$ cat config.mk
export PLATFORM = sky130hd
export DESIGN_NAME = mshift_barrel
export DESIGN_NICKNAME = d
export VERILOG_FILES = /design/src/rtl/mshift_pkg.sv /design/src/rtl/mshift_cand.sv /design/src/rtl/mshift_level.sv /design/src/rtl/mshift_barrel.sv
export SDC_FILE = /design/constraint.sdc
export NUM_CORES = 1
export LEC_CHECK = 0
export BUFFER_PORTS_ARGS = -buffer_cell sky130_fd_sc_hd__buf_2
export CAP_MARGIN = 25
export CORE_AREA = 2 2 40 42
export DETAILED_ROUTE_END_ITERATION = 16
export DIE_AREA = 0 0 42 44
export GPL_TIMING_DRIVEN = 1
export PLACE_DENSITY = 0.94
export SLEW_MARGIN = 20
export SYNTH_ARGS = -nofsm -noshare
export SYNTH_HDL_FRONTEND = slang
export SYNTH_SLANG_ARGS = --single-unit
$ cat constraint.sdc
create_clock -name vclk -period 3.7
set_clock_uncertainty 0.05 [all_clocks]
set_input_delay 0.37 -clock vclk [all_inputs]
set_output_delay 0.37 -clock vclk [all_outputs]
set_load 0.02 [all_outputs]
$ cat src/rtl/mshift_pkg.sv
package mshift_pkg;

    localparam int MAX_SW = 6;
    localparam int TW     = 8;

    typedef enum logic [1:0] {
        LV_NONE  = 2'd0,
        LV_ONE   = 2'd1,
        LV_TWO   = 2'd2,
        LV_THREE = 2'd3
    } lvl_kind_e;

    typedef struct packed {
        lvl_kind_e   kind;
        logic [2:0]  b2;
        logic [2:0]  b1;
        logic [2:0]  b0;
    } lvl_t;

    typedef lvl_t [MAX_SW-1:0] plan_t;

    function automatic int arr_of(logic [MAX_SW*TW-1:0] a, int b);
        return int'(a[b*TW +: TW]);
    endfunction

    function automatic int imax(int x, int y);
        return (x > y) ? x : y;
    endfunction

    // earliest unused bit; ties go to the lower index
    function automatic int earliest(logic [MAX_SW*TW-1:0] a, int sw,
                                    logic [MAX_SW-1:0] used);
        int best;
        best = -1;
        for (int i = 0; i < MAX_SW; i++) begin
            if (i < sw && !used[i]) begin
                if (best < 0) best = i;
                else if (arr_of(a, i) < arr_of(a, best)) best = i;
            end
        end
        return best;
    endfunction

    function automatic plan_t build_plan(int sw, logic [MAX_SW*TW-1:0] a,
                                         int d1, int d2, int d3);
        plan_t             p;
        logic [MAX_SW-1:0] used;
        logic [MAX_SW-1:0] tmp;
        int                rem, lv, i, j, k;
        int                s1, s2, s3, du, tr;
        p    = '0;
        used = '0;
        rem  = sw;
        lv   = 0;
        for (int it = 0; it < MAX_SW; it++) begin
            if (rem > 0) begin
                i   = earliest(a, sw, used);
                tmp = used;
                tmp[i] = 1'b1;
                j = (rem >= 2) ? earliest(a, sw, tmp) : -1;
                if (j >= 0) tmp[j] = 1'b1;
                k = (rem >= 3) ? earliest(a, sw, tmp) : -1;
                s1 = arr_of(a, i) + d1;
                s2 = imax(s1, (j >= 0) ? arr_of(a, j) : 0) + d1;
                s3 = imax(s2, (k >= 0) ? arr_of(a, k) : 0) + d1;
                du = ((j >= 0) ? arr_of(a, j) : 0) + d2;
                tr = ((k >= 0) ? arr_of(a, k) : 0) + d3;
                if (k >= 0 && tr < s3 && (2 * tr) < (2 * du + d1)) begin
                    p[lv].kind = LV_THREE;
                    p[lv].b0   = 3'(i);
                    p[lv].b1   = 3'(j);
                    p[lv].b2   = 3'(k);
                    used[i] = 1'b1; used[j] = 1'b1; used[k] = 1'b1;
                    rem = rem - 3;
                end else if (j >= 0 && du < s2) begin
                    p[lv].kind = LV_TWO;
                    p[lv].b0   = 3'(i);
                    p[lv].b1   = 3'(j);
                    used[i] = 1'b1; used[j] = 1'b1;
                    rem = rem - 2;
                end else begin
                    p[lv].kind = LV_ONE;
                    p[lv].b0   = 3'(i);
                    used[i] = 1'b1;
                    rem = rem - 1;
                end
                lv = lv + 1;
            end
        end
        return p;
    endfunction

    function automatic int plan_levels(plan_t p);
        int n;
        n = 0;
        for (int l = 0; l < MAX_SW; l++)
            if (p[l].kind != LV_NONE) n++;
        return n;
    endfunction

    function automatic int level_bit(lvl_t l, int t);
        case (t)
            0:       return int'(l.b0);
            1:       return int'(l.b1);
            default: return int'(l.b2);
        endcase
    endfunction

endpackage

$ cat src/rtl/mshift_cand.sv
module mshift_cand #(
    parameter int WIDTH = 16,
    parameter bit LEFT  = 1'b1,
    parameter int OFS   = 0
) (
    input  logic [WIDTH-1:0] data_i,
    output logic [WIDTH-1:0] data_o
);
    // constant-distance copy: pure wiring with zero fill
    if (LEFT) begin : g_left
        assign data_o = data_i << OFS;
    end else begin : g_right
        assign data_o = data_i >> OFS;
    end
endmodule

$ cat src/rtl/mshift_level.sv
module mshift_level #(
    parameter int WIDTH = 16,
    parameter bit LEFT  = 1'b1,
    parameter int NSEL  = 1,
    parameter int OFF0  = 1,
    parameter int OFF1  = 0,
    parameter int OFF2  = 0
) (
    input  logic [WIDTH-1:0] data_i,
    input  logic [NSEL-1:0]  sel_i,
    output logic [WIDTH-1:0] data_o
);
    localparam int NCAND = 1 << NSEL;

    logic [WIDTH-1:0] cand [NCAND];

    // candidate p applies the offsets whose select bits are set in p
    for (genvar p = 0; p < NCAND; p++) begin : g_cand
        localparam int OFS = (((p & 1) != 0) ? OFF0 : 0)
                           + (((p & 2) != 0) ? OFF1 : 0)
                           + (((p & 4) != 0) ? OFF2 : 0);
        mshift_cand #(
            .WIDTH (WIDTH),
            .LEFT  (LEFT),
            .OFS   (OFS)
        ) u_cand (
            .data_i (data_i),
            .data_o (cand[p])
        );
    end

    assign data_o = cand[sel_i];
endmodule

$ cat src/rtl/mshift_barrel.sv
module mshift_barrel
    import mshift_pkg::*;
#(
    parameter int                   WIDTH   = 16,
    parameter bit                   LEFT    = 1'b1,
    parameter logic [MAX_SW*TW-1:0] ARRIVAL = '0,
    parameter int                   DEL1    = 10,
    parameter int                   DEL2    = 14,
    parameter int                   DEL3    = 18
) (
    input  logic [WIDTH-1:0]         data_i,
    input  logic [$clog2(WIDTH)-1:0] shamt_i,
    output logic [WIDTH-1:0]         data_o
);
    localparam int    SW   = $clog2(WIDTH);
    localparam plan_t PLAN = build_plan(SW, ARRIVAL, DEL1, DEL2, DEL3);
    localparam int    NLEV = plan_levels(PLAN);

    logic [WIDTH-1:0] lvl_data [NLEV+1];

    assign lvl_data[0] = data_i;

    for (genvar g = 0; g < NLEV; g++) begin : g_lvl
        localparam lvl_t LV   = PLAN[g];
        localparam int   NSEL = int'(LV.kind);
        localparam int   BI0  = level_bit(LV, 0);
        localparam int   BI1  = level_bit(LV, 1);
        localparam int   BI2  = level_bit(LV, 2);

        logic [NSEL-1:0] sel;

        for (genvar t = 0; t < NSEL; t++) begin : g_sel
            localparam int BT = (t == 0) ? BI0 : ((t == 1) ? BI1 : BI2);
            assign sel[t] = shamt_i[BT];
        end

        mshift_level #(
            .WIDTH (WIDTH),
            .LEFT  (LEFT),
            .NSEL  (NSEL),
            .OFF0  (1 << BI0),
            .OFF1  ((NSEL > 1) ? (1 << BI1) : 0),
            .OFF2  ((NSEL > 2) ? (1 << BI2) : 0)
        ) u_level (
            .data_i (lvl_data[g]),
            .sel_i  (sel),
            .data_o (lvl_data[g+1])
        );
    end

    assign data_o = lvl_data[NLEV];
endmodule

Word-level counts from Yosys, hierarchy flattened --
Index checks and enable logic that the tools add are counted.
Word-level totals: flip-flop bits (word level) 0, input bits 20, word-level logic and storage cells 10
Cells by class: magnitude comparators 2, muxes and demuxes 6, bitwise operators 2
Operators with widths (number):
- two-way mux 16 bit | 5
- binary-select mux 16 bit (select 3 bit) | 1
- greater-or-equal comparator 4 bit, second input constant | 1
- NOT 3 -> 4 bit | 1
- greater-or-equal comparator 2 bit, second input constant | 1
- NOT 1 -> 2 bit | 1

Depth between registers and ports, before layout --
Gate-level depths: netlist of run 1.
word-level depth 7, mapped depth 6, gate-level depth less buffers 4

Cells and area by module --
Synthesis of run 1 repeated with hierarchy kept, for this count alone.
Second synthesis, totals: cells, all modules 243, area total of the unflattened synthesis 2551.2 µm²
By module, submodules not included:
- mshift_level (g_lvl[0].u_level) | times used 1, cells an instance 57, area an instance 1071.0 µm², seq. area each 0.0 µm²
- mshift_cand (g_lvl[0].u_level.g_cand[1].u_cand ...) | times used 8, cells an instance 17, area an instance 123.9 µm², seq. area each 0.0 µm²
- mshift_level (g_lvl[1].u_level) | times used 1, cells an instance 18, area an instance 249.0 µm², seq. area each 0.0 µm²
- mshift_cand (g_lvl[0].u_level.g_cand[0].u_cand ...) | times used 2, cells an instance 16, area an instance 120.1 µm², seq. area each 0.0 µm²

Worst setup path after synthesis of run 1 --
No wires, ideal clock.
kind input to output, start input shamt_i[3], end output data_o[14], arrival time 1.645 ns, required time 3.280 ns, path slack 1.635 ns, cell stages on the path 5, path buffers 1, cell sequence buf_2 -> mux2_4 -> o2bb2ai_2 -> mux2_4 -> a211o_1
Between the ends: longest elaborated chain between the ends 4
RTL lines:
- start: declaration | line mshift_barrel.sv:12 | input logic [$clog2(WIDTH)-1:0] shamt_i,
- NOT 1 -> 2 bit (implied by the code) | line mshift_level.sv:32 | assign data_o = cand[sel_i];
- two-way mux 16 bit (implied by the code) (3 in series) | line mshift_level.sv:32
- end: declaration | line mshift_barrel.sv:13 | output logic [WIDTH-1:0] data_o
No other way between the ends. The select of a mux whose other input is x is not followed.

Worst setup path after layout of run 1 --
start input shamt_i[0], end output data_o[14]
Between the ends: longest elaborated chain between the ends 7
RTL lines (line):
- NOT 3 -> 4 bit (implied by the code) | mshift_level.sv:32
- binary-select mux 16 bit (select 3 bit) | mshift_level.sv:32
- two-way mux 16 bit (implied by the code) (5 in series) | mshift_level.sv:32
No other way between the ends. The select of a mux whose other input is x is not followed.

==> results, run 1 <==
- The signed area change from the synthesized netlist to the final layout is 22.83%.
- 36 I/O pins were placed.
- The tightest hold path in the finished design has a slack of 1.140 ns.
- The post-synthesis simple-gate area fraction is a little over a fifth.
- For the final routed database, the setup TNS stands at 0 ns.
- The worst-margin pin slew is between 0.3 and 0.4 ns.
- The proportion of layout cells with a drive suffix above 1 is 41.88%.
- After detailed routing, the number of remaining DRC violations is 0.
- In the layout the commonest cells are 36 x buf_2, 12 x mux2i_1, 9 x nor2_1, 8 x nand2_1, 6 x mux2_2.
- Global routing finished with a remaining overflow of 0.
- The count of flip-flops and latches is 0.
- The number of nets in the synthesized netlist is approximately 110.
- The total of endpoints with negative setup slack in the final report is 0.
- The sequential standard cell area is 0 um2.
- The run finished with clean final reports.
- In this design, the stage delay of the slowest critical-path cell is 0.56 ns.
- The die area is 1848 um2.
- Counting I/O delays and the setup requirement, the final critical path takes 2.405 ns.
- The static power due to leakage is about 0.42 nW.
- The XOR/XNOR share of the synthesized area is 0%.
- Once the clock tree was built, the resizer swapped 0 gates to a different size.
- The final clock period utilization by the worst path is between 60 and 70%.
- The critical path data required time is 3.28 ns.
- Once placement finished, the instance area stood at 848.3 um2.
- The layout has 134 filler cells.
- Once detail routing completed, the nets flagged for antenna violations numbered 0.
- The path class of the tightest hold or removal check is in2out.
- The placed instance count is 133.
- The die outline width is approximately 42 um.
- The commonest non-fill, non-tap cell in the layout is buf_2.
- The number of antenna diodes in the final layout is 0.
- Detailed placement ended at an HPWL of around 1600 um.
- The wire length of the first global-routing pass is 3312 um.
- After synthesis, the largest family of logic cells by area is multiplexers.
- After Yosys synthesis, full adders, half adders and majority gates account for 0% of the synthesized area.
- The class of the most critical setup path is in2out.
- Max-cap violations in this run came to 0.
- Setup repair after global routing left no endpoint under its margin.
- Counting every instance in the synthesized netlist gives 89.
- Dividing the detail-routed via count by the number of cells gives between 6 and 7.
- The layout has 0 clock buffers.
- The maximum fanout count along the critical path is 17.
- The number of core rows is 14.
- The core region is around 1400 um2.
- The routed layout has 819 vias.
- The average wire per standard cell is 15.59 um.
- Among all stages on the critical path, the largest delay is contributed by mux4_2.
- Routability-driven placement finished with a final weighted congestion of around 0.9.
- The filler-free cell count of the finished design is between 100 and 150.
- The largest voltage drop on the vdd net is around 88 uV.
- The net count of the finished layout is 139.
- The critical path goes through buf_2 > mux4_2 > mux2_4 > a211o_1 > buf_2.
- The via count of the first global-routing pass is 720.
- The worst endpoint data arrival time is 1.99 ns.
- Global routing used 22.43% of the available tracks.
- The post-synthesis cell area is between 600 and 700 um2.
- The aggregate routed wire length is 2074 um.
- Net switching is between 50% and 60% of the power.
- The power density relative to cell area is 155.9 nW/um2.
- The portion of netlist area occupied by mux cells is 48.37%.
- The floorplan step set the die height to approximately 44 um.
- The number of max-slew violations in the final report is 0.
- The kind of launch point of the worst setup path is a primary input.
- The starting utilization of the core area is between 40 and 50%.
- The portion of total power attributed to the clock network is 0%.
- Sequential cells account for 0% of the total power.
- In this run, post-CTS hold repair placed 0 buffers.
- The starting DRC count in detailed routing is 20.
- Summed over all nets, the switching power comes to 0.07562 mW.
- The total count of hold-check failures in the final report is 0.
- Post-CTS timing repair inserted 0 buffers for setup.
- In this design, the critical path's most frequently occurring cell is buf_2.
- The internal portion of the total power is 0.05661 mW.
- The timing-limited maximum frequency is 415.7 MHz.
- The synthesized netlist contains 36 unique library cells.
- The count of input and output buffers is 36.
- With fillers left out, the area of the finished cells amounts to between 800 and 900 um2.
- Summing all multi-input logic gate instances after layout gives 636.9 um2.
- In this run the mean area of a mapped cell was around 7.8 um2.
- The kind of end point of the critical path is an output port.
- The sequential element share of the synthesized area is 0%.
- The combinational share of power is 100.0%.
- Measured against its own limit, the worst slew margin works out to 73.62%.
- Summing the areas of all compound-gate instances in the mapped netlist gives between 20% and 30% of the synthesized area.
- The number of antenna violations at the first check in global routing is 0.
- The maximum number of pins on one net before global-route repair is 20.
- For this run, the detailed router's first-pass iteration total came to 4.
- The Yosys warning count is 0.
cell usage after synthesis:
cell type	n	area [um2]
mux2_1	2	22.52
nand2b_1	4	25.02
buf_2	1	5.000
mux4_1	1	26.28
inv_1	1	3.750
a221o_1	1	10.01
a211oi_1	2	15.01
nor2b_1	2	12.51
clkinv_1	1	3.750
nor3b_1	1	7.510
a32oi_1	1	8.760
o211ai_1	2	15.01
o21ba_1	1	10.01
mux2_2	6	67.56
nor3_1	3	15.01
and2_1	1	6.260
o221ai_1	1	8.760
nor2_1	9	33.78
mux2i_1	12	120.1
a221oi_1	1	8.760
mux2_4	2	30.03
a21oi_1	5	25.02
a211o_1	1	8.760
o21a_1	1	7.510
clkbuf_1	5	18.77
inv_2	1	3.750
buf_6	1	11.26
clkbuf_4	1	7.510
mux4_2	3	67.56
nand2_1	8	30.03
o21ai_1	1	5.000
nand3b_1	1	7.510
a31oi_1	1	6.260
o21ai_0	3	15.01
and3_1	1	6.260
o2bb2ai_2	1	15.01
cell families (layout without fill, tap and decap cells):
kind of cell / after synthesis / count (layout)
AOI/OAI and AO/OA: 22 / 22
buffers and inverters: 11 / 39
muxes: 26 / 26
and+or+nand+nor: 30 / 30
metal layers:
layer / up-vias / routed length (um) / part of all wire (%) / GRT usage (%)
li1: 394 / - / - / -
met1: 382 / 866 / 42 / 30.81
met4: 0 / 17 / 0.82 / 3.871
met3: 2 / 128 / 6.2 / 0
met2: 41 / 1061 / 51 / 40.31
met5: - / 0 / 0 / 0
through the flow:
step	total power, mW	setup WS [ns]	utilization [%]
detailed placement	0.1308	1.292	59.79
finish	0.1322	1.295	59.79
floorplan	0.09444	1.635	-
CTS	0.1313	1.289	59.79
global route	0.1423	1.214	59.79
global placement	0.1275	1.328	59.79
worst paths after layout:
kind                   start         end  cells after the start
setup / recovery  shamt_i[0]  data_o[14]                      5
hold / removal     data_i[0]   data_o[0]                      3
power by group through the flow:
stage | combinational [mW] | clock (mW) | sequential (mW)
after floorplan | 0.0944 | 0 | 0
after global placement | 0.127 | 0 | 0
after detailed placement | 0.131 | 0 | 0
after CTS | 0.131 | 0 | 0
after global routing | 0.142 | 0 | 0
final | 0.132 | 0 | 0
cell type report:
class | count | share of cell area [%]
multi-input combinational | 78 | 75.07
tap | 16 | 2.360
inverter | 3 | 1.327
timing repair buffer | 36 | 21.24
critical path, delay by kind of cell:
family	cells	cell delay, ns
mux	2	0.84
buf+inv	2	0.50
compound gates	1	0.29
Power figures use the tool's default switching activity.
==> run 2: changes to the inputs <==
--- a/config.mk
+++ b/config.mk
@@ -7,11 +7,11 @@
 export LEC_CHECK = 0
 export BUFFER_PORTS_ARGS = -buffer_cell sky130_fd_sc_hd__buf_2
 export CAP_MARGIN = 25
-export CORE_AREA = 2 2 40 42
+export CORE_AREA = 2 2 43 45
 export DETAILED_ROUTE_END_ITERATION = 16
-export DIE_AREA = 0 0 42 44
+export DIE_AREA = 0 0 45 47
 export GPL_TIMING_DRIVEN = 1
-export PLACE_DENSITY = 0.94
+export PLACE_DENSITY = 0.86
 export SLEW_MARGIN = 20
 export SYNTH_ARGS = -nofsm -noshare
 export SYNTH_HDL_FRONTEND = slang
==> constraint.sdc (replaced) <==
create_clock -name vclk -period 1.93
set_clock_uncertainty 0.05 [all_clocks]
set_input_delay 0.193 -clock vclk [all_inputs]
set_output_delay 0.193 -clock vclk [all_outputs]
set_load 0.02 [all_outputs]
==> run 2 against run 1 <==
Against the previous run: die area rose by 14%; highest routed layer unchanged; final area grew 5.9%; worst hold slack got worse by 0.36 ns; cell count increased by 5.3%; utilization fell by 5.4 points; critical path depth did not move; global-route usage fell by 1.9 points; flip-flop and latch count is the same; routed wire length shrank 1.9%; critical endpoint is now data_o[15]; combinational power up 100%; via count is 0.49% lower; critical path type unchanged; first-iteration DRC count shrank 10%.
==> results, run 2 (synthesized netlist as in run 1, its figures left out) <==
- The area of all placed cells without fillers was 898.4 um2 (was 848.3 um2).
- The number of antenna violations at the first check in global routing is 0 (unchanged).
- The number of core rows is 15 (was 14).
- The signed area change from the synthesized netlist to the final layout came to 30.07% (was 22.83%).
- The total half-perimeter wirelength after legalization and detailed placement came to 1697 um (was 1625 um).
- The proportion of layout cells with a drive suffix above 1 is 44.72% (was 41.88%).
- The final-layout clock buffer total came to 0 (unchanged).
- The class of the most critical setup path is in2out (unchanged).
- The first-pass iteration count of the detailed router is 4 (unchanged).
- The worst endpoint data arrival time came to 1.64 ns (was 1.99 ns).
- The final standard cell utilization of the core is 54.39% (was 59.79%).
- The placed instance count is 140 (was 133).
- The largest voltage drop on the vdd net was 132.6 uV (was 88.00 uV).
- The critical path data required time is 1.69 ns (was 3.28 ns).
- The count of input and output buffers came to 36 (unchanged).
- The maximum number of pins on one net before global-route repair is 16 (was 20).
- The net count of the finished layout was 145 (was 139).
- The number of buffers inserted by hold repair at cts was 0 (unchanged).
- The kind of launch point of the worst setup path was a primary input (unchanged).
- The sequential standard cell area came to 0 um2 (unchanged).
- The kind of end point of the critical path was an output port (unchanged).
- The terminating pin of the worst hold path is data_o[0] (unchanged).
- The path class of the lowest-slack min-delay path is in2out (unchanged).
- The number of setup buffers added after CTS is 0 (unchanged).
- The starting DRC count in detailed routing is 18 (was 20).
- The number of diodes was 0 (unchanged).
- The average wire per standard cell was 14.53 um (was 15.59 um).
- The maximum fanout count along the critical path was 6 (was 17).
- The worst-margin pin slew is 0.3001 ns (was 0.3847 ns).
- The post-place instance area came to 894.6 um2 (was 848.3 um2).
- The die height is 47 um (was 44 um).
- The power density relative to cell area is 295.3 nW/um2 (was 155.9 nW/um2).
- The max-capacitance violation count is 0 (unchanged).
- The core box area was 1652 um2 (was 1419 um2).
- The multi-input combinational cell area is 636.9 um2 (unchanged).
- The total count of hold-check failures in the final report is 0 (unchanged).
- The total of endpoints with negative setup slack in the final report is 0 (unchanged).
- The number of I/O pins is 36 (unchanged).
- The static power due to leakage is 0.4507 nW (was 0.4206 nW).
- The die outline width was 45 um (was 42 um).
- The global placement routability congestion was 0.9160 (was 0.8950).
- The via count is 815 (was 819).
- The DRC violation count after routing was 0 (unchanged).
- Status: complete, no violations (unchanged).
- Unrepaired setup endpoints after global routing: false (unchanged).
- The final clock period utilization by the worst path is 97.81%.
- Commonest cells after routing, fill and taps aside: 36 x buf_2, 12 x mux2i_1, 9 x nor2_1, 8 x nand2_1, 6 x mux2_2 (unchanged).
- The all-layer global routing usage came to 20.49% (was 22.43%).
- The number of max-slew violations in the final report is 0 (unchanged).
- The count of flip-flops and latches is 0 (unchanged).
- The via count of the first global-routing pass is 786 (was 720).
- The wire length of the first global-routing pass is 3318 um (was 3312 um).
- The post-route antenna net violation count was 0 (unchanged).
- Timing would allow up to about 530 MHz.
- The die area is 2115 um2 (was 1848 um2).
- The post-cts sizing count was 0 (unchanged).
- The total grt overflow is 0 (unchanged).
- The worst hold path depth was 3 (unchanged).
- The launch point of the worst hold path is data_i[0] (unchanged).
- The aggregate routed wire length came to 2034 um (was 2074 um).
- The number of inserted filler cells in the final layout came to 157 (was 134).
- The commonest non-fill, non-tap cell in the layout is buf_2 (unchanged).
- The average via count per standard cell is 5.821 (was 6.158).
- The sum of negative setup slack is 0 ns (unchanged).
- The relative slew slack is 79.42% (was 73.62%).
- The starting utilization of the core area is 41.82% (was 48.68%).
- The filler-free cell count of the finished design was 140 (was 133).
- The final critical delay including setup and external delays is 1.888 ns.
==> run 2: per-layer routing <==
metal  GRT usage, %  vias to the layer above  wire, um
met4          4.118                        0        14
li1               -                      407         -
met3         0.3846                        2        85
met5              0                        -         0
met1          25.35                      381       905
met2          39.71                       25      1029
==> run 2: worst max path at each step <==
| stage | start | endpoint | slack [ns] | cells after the start |
|---|---|---|---|---|
| 4_1_cts | shamt_i[0] | data_o[10] | 0.03 | 7 |
| 6_report | shamt_i[0] | data_o[15] | 0.04 | 5 |
| 3_5_place_dp | shamt_i[0] | data_o[10] | 0.03 | 7 |
| 5_1_grt | shamt_i[0] | data_o[14] | 0.0002 | 5 |
| 3_3_place_gp | shamt_i[0] | data_o[15] | 0.08 | 5 |
| 2_1_floorplan | shamt_i[3] | data_o[14] | 0.22 | 5 |
==> run 2: stage by stage <==
step / setup slack (ns) / hold slack (ns) / total power, mW
2_1_floorplan: 0.2191 / 0.5490 / 0.1810
3_3_place_gp: 0.08071 / 0.7779 / 0.2560
3_5_place_dp: 0.03383 / 0.7775 / 0.2628
4_1_cts: 0.02592 / 0.7775 / 0.2640
5_1_grt: 0.0001730 / 0.7946 / 0.2873
6_report: 0.04228 / 0.7802 / 0.2653
==> run 2: area by class of cell <==
type / instances / share of cell area, %
Multi-Input combinational cell: 78 / 70.89
Timing Repair Buffer: 42 / 25.49
Tap cell: 17 / 2.368
Inverter: 3 / 1.253
==> run 2: power by group <==
part           internal [mW]  switching (mW)  total [mW]
Clock                      0               0           0
Sequential                 0               0           0
Combinational          0.119           0.147       0.265
==> run 2: worst max-delay path, stage by stage <==
cell and delay [ns]:
buf_2 0.18, mux4_2 0.58, mux2_2 0.28, mux2_2 0.25, buf_2 0.16
==> run 3: changes to the inputs <==
--- a/config.mk
+++ b/config.mk
@@ -11,7 +11,7 @@
 export DETAILED_ROUTE_END_ITERATION = 16
 export DIE_AREA = 0 0 45 47
 export GPL_TIMING_DRIVEN = 1
-export PLACE_DENSITY = 0.86
+export PLACE_DENSITY_LB_ADDON = 0.25
 export SLEW_MARGIN = 20
 export SYNTH_ARGS = -nofsm -noshare
 export SYNTH_HDL_FRONTEND = slang
==> run 3 against run 2 <==
Against the previous run: non-clock buffer count stayed put; routed wire length shrank 1.5%; total power down 0.70%.
==> results, run 3 (synthesized netlist as in run 1, its figures left out) <==
- The total chip power came to 0.2634 mW (was 0.2653 mW).
- The number of buffers inserted by hold repair at cts came to 0 (unchanged).
- The largest voltage drop on the vdd net is 100.5 uV (was 132.6 uV).
- The number of I/O pins is 36 (unchanged).
- The first-pass iteration count of the detailed router was 4 (unchanged).
- The starting DRC count in detailed routing is 32 (was 18).
- The total net switching power is 0.1450 mW (was 0.1467 mW).
- The post-cts sizing count came to 1 (was 0).
- The final critical delay including setup and external delays was 1.855 ns (was 1.888 ns).
- The aggregate routed wire length came to 2004 um (was 2034 um).
- The die area is 2115 um2 (unchanged).
- The starting utilization of the core area came to 41.82% (unchanged).
- The total count of hold-check failures in the final report is 0 (unchanged).
- The total grt overflow is 0 (unchanged).
- The power density relative to cell area was 293.6 nW/um2 (was 295.3 nW/um2).
- The max-capacitance violation count is 0 (unchanged).
- The post-route antenna net violation count was 0 (unchanged).
- The final clock period utilization by the worst path is 96.13% (was 97.81%).
- The class of the most critical setup path is in2out (unchanged).
- The signed area change from the synthesized netlist to the final layout is 29.89% (was 30.07%).
- The sum of negative setup slack is 0 ns (unchanged).
- The number of antenna violations at the first check in global routing came to 0 (unchanged).
- The timing-limited maximum frequency was 539.0 MHz (was 529.7 MHz).
- The worst-margin pin slew is 0.3059 ns (was 0.3001 ns).
- The net count of the finished layout came to 145 (unchanged).
- The portion of total power attributed to the clock network is 0% (about the same).
- The total half-perimeter wirelength after legalization and detailed placement was 1670 um (was 1697 um).
- Commonest cells after routing, fill and taps aside: 35 x buf_2, 12 x mux2i_1, 9 x nor2_1, 8 x nand2_1, 7 x buf_4 (was 36 x buf_2, 12 x mux2i_1, 9 x nor2_1, 8 x nand2_1, 6 x mux2_2).
- The wire length of the first global-routing pass was 3008 um (was 3318 um).
- The count of flip-flops and latches is 0 (unchanged).
- The final-layout clock buffer total is 0 (unchanged).
- The kind of end point of the critical path is an output port (unchanged).
- The internal power of the cells came to 0.1184 mW (was 0.1186 mW).
- The maximum number of pins on one net before global-route repair was 16 (unchanged).
- The average wire per standard cell is 14.31 um (was 14.53 um).
- The combinational share of power is 100.0% (about the same).
- Status: complete, no violations (unchanged).
- The number of max-slew violations in the final report is 0 (unchanged).
- The all-layer global routing usage is 18.66% (was 20.49%).
- The worst endpoint data arrival time is 1.61 ns (was 1.64 ns).
- The kind of launch point of the worst setup path was a primary input (unchanged).
- The static power due to leakage was 0.4503 nW (was 0.4507 nW).
- The proportion of layout cells with a drive suffix above 1 is 44.72% (unchanged).
- The fraction of power spent switching nets came to 55.04% (was 55.30%).
- Unrepaired setup endpoints after global routing: false (unchanged).
- The core box area is 1652 um2 (unchanged).
- The average via count per standard cell is 5.821 (unchanged).
- The maximum fanout count along the critical path is 10 (was 6).
- The total of endpoints with negative setup slack in the final report was 0 (unchanged).
- The global placement routability congestion is 0.8435 (was 0.9160).
- The number of setup buffers added after CTS is 0 (unchanged).
- The path class of the lowest-slack min-delay path is in2out (unchanged).
- The die height was 47 um (unchanged).
- The via count came to 815 (unchanged).
- The count of input and output buffers is 36 (unchanged).
- The relative slew slack is 79.03% (was 79.42%).
- The number of core rows is 15 (unchanged).
- The number of diodes came to 0 (unchanged).
- The via count of the first global-routing pass came to 695 (was 786).
- The relative contribution of sequential cells to total power is 0% (about the same).
- The sequential standard cell area came to 0 um2 (unchanged).
- The DRC violation count after routing came to 0 (unchanged).
- The die outline width is 45 um (unchanged).
- The critical path data required time is 1.69 ns (about the same).
- The commonest non-fill, non-tap cell in the layout was buf_2 (unchanged).
## run 3: cell counts in the layout (fill, tap and decap cells not counted)
Identical to the previous run, type by type.
## run 3: power groups by stage
stage	Sequential (mW)	Combinational, mW	Clock (mW)
finish	0	0.263	0
global route	0	0.286	0
CTS	0	0.264	0
detailed placement	0	0.262	0
global placement	0	0.259	0
floorplan	0	0.181	0
## run 3: area by class of cell
class,count,area [um2]
repair buffers,42,227.7
fillers,165,754.5
inverters,3,11.26
multi-input cells,78,636.9
well taps,17,21.27
## run 3: routing by layer
| layer | wire length [um] | track usage (%) | share of wire (%) |
|---|---|---|---|
| met5 | 0 | 0 | 0 |
| met1 | 844 | 22.58 | 42 |
| met2 | 1085 | 36.00 | 54 |
| met3 | 65 | 1.154 | 3.2 |
| met4 | 9 | 4.118 | 0.45 |
## run 3: worst max-delay path, stage by stage
cell       delay [ns]
buf_2            0.22
mux2_4           0.34
o2bb2ai_2        0.14
mux2_4           0.28
a211o_1          0.28
buf_2            0.15
## run 3: metrics by stage
stage | utilization (%) | hold slack [ns] | instances | cell area, um2 | worst slack, ns
finish | 54.32 | 0.7663 | 140 | 897.1 | 0.07478
global route | 54.32 | 0.7964 | 140 | 897.1 | 0.02403
CTS | 54.32 | 0.7657 | 140 | 897.1 | 0.06762
detailed placement | 54.17 | 0.7587 | 140 | 894.6 | 0.005025
floorplan | - | 0.5490 | 89 | 690.7 | 0.2191
global placement | 54.17 | 0.7573 | 140 | 894.6 | 0.02418
## run 3: path summary, 6_finish.rpt
check,from,to,cells past startpoint
worst max-delay path,shamt_i[3],data_o[14],6
worst min-delay path,data_i[0],data_o[0],3
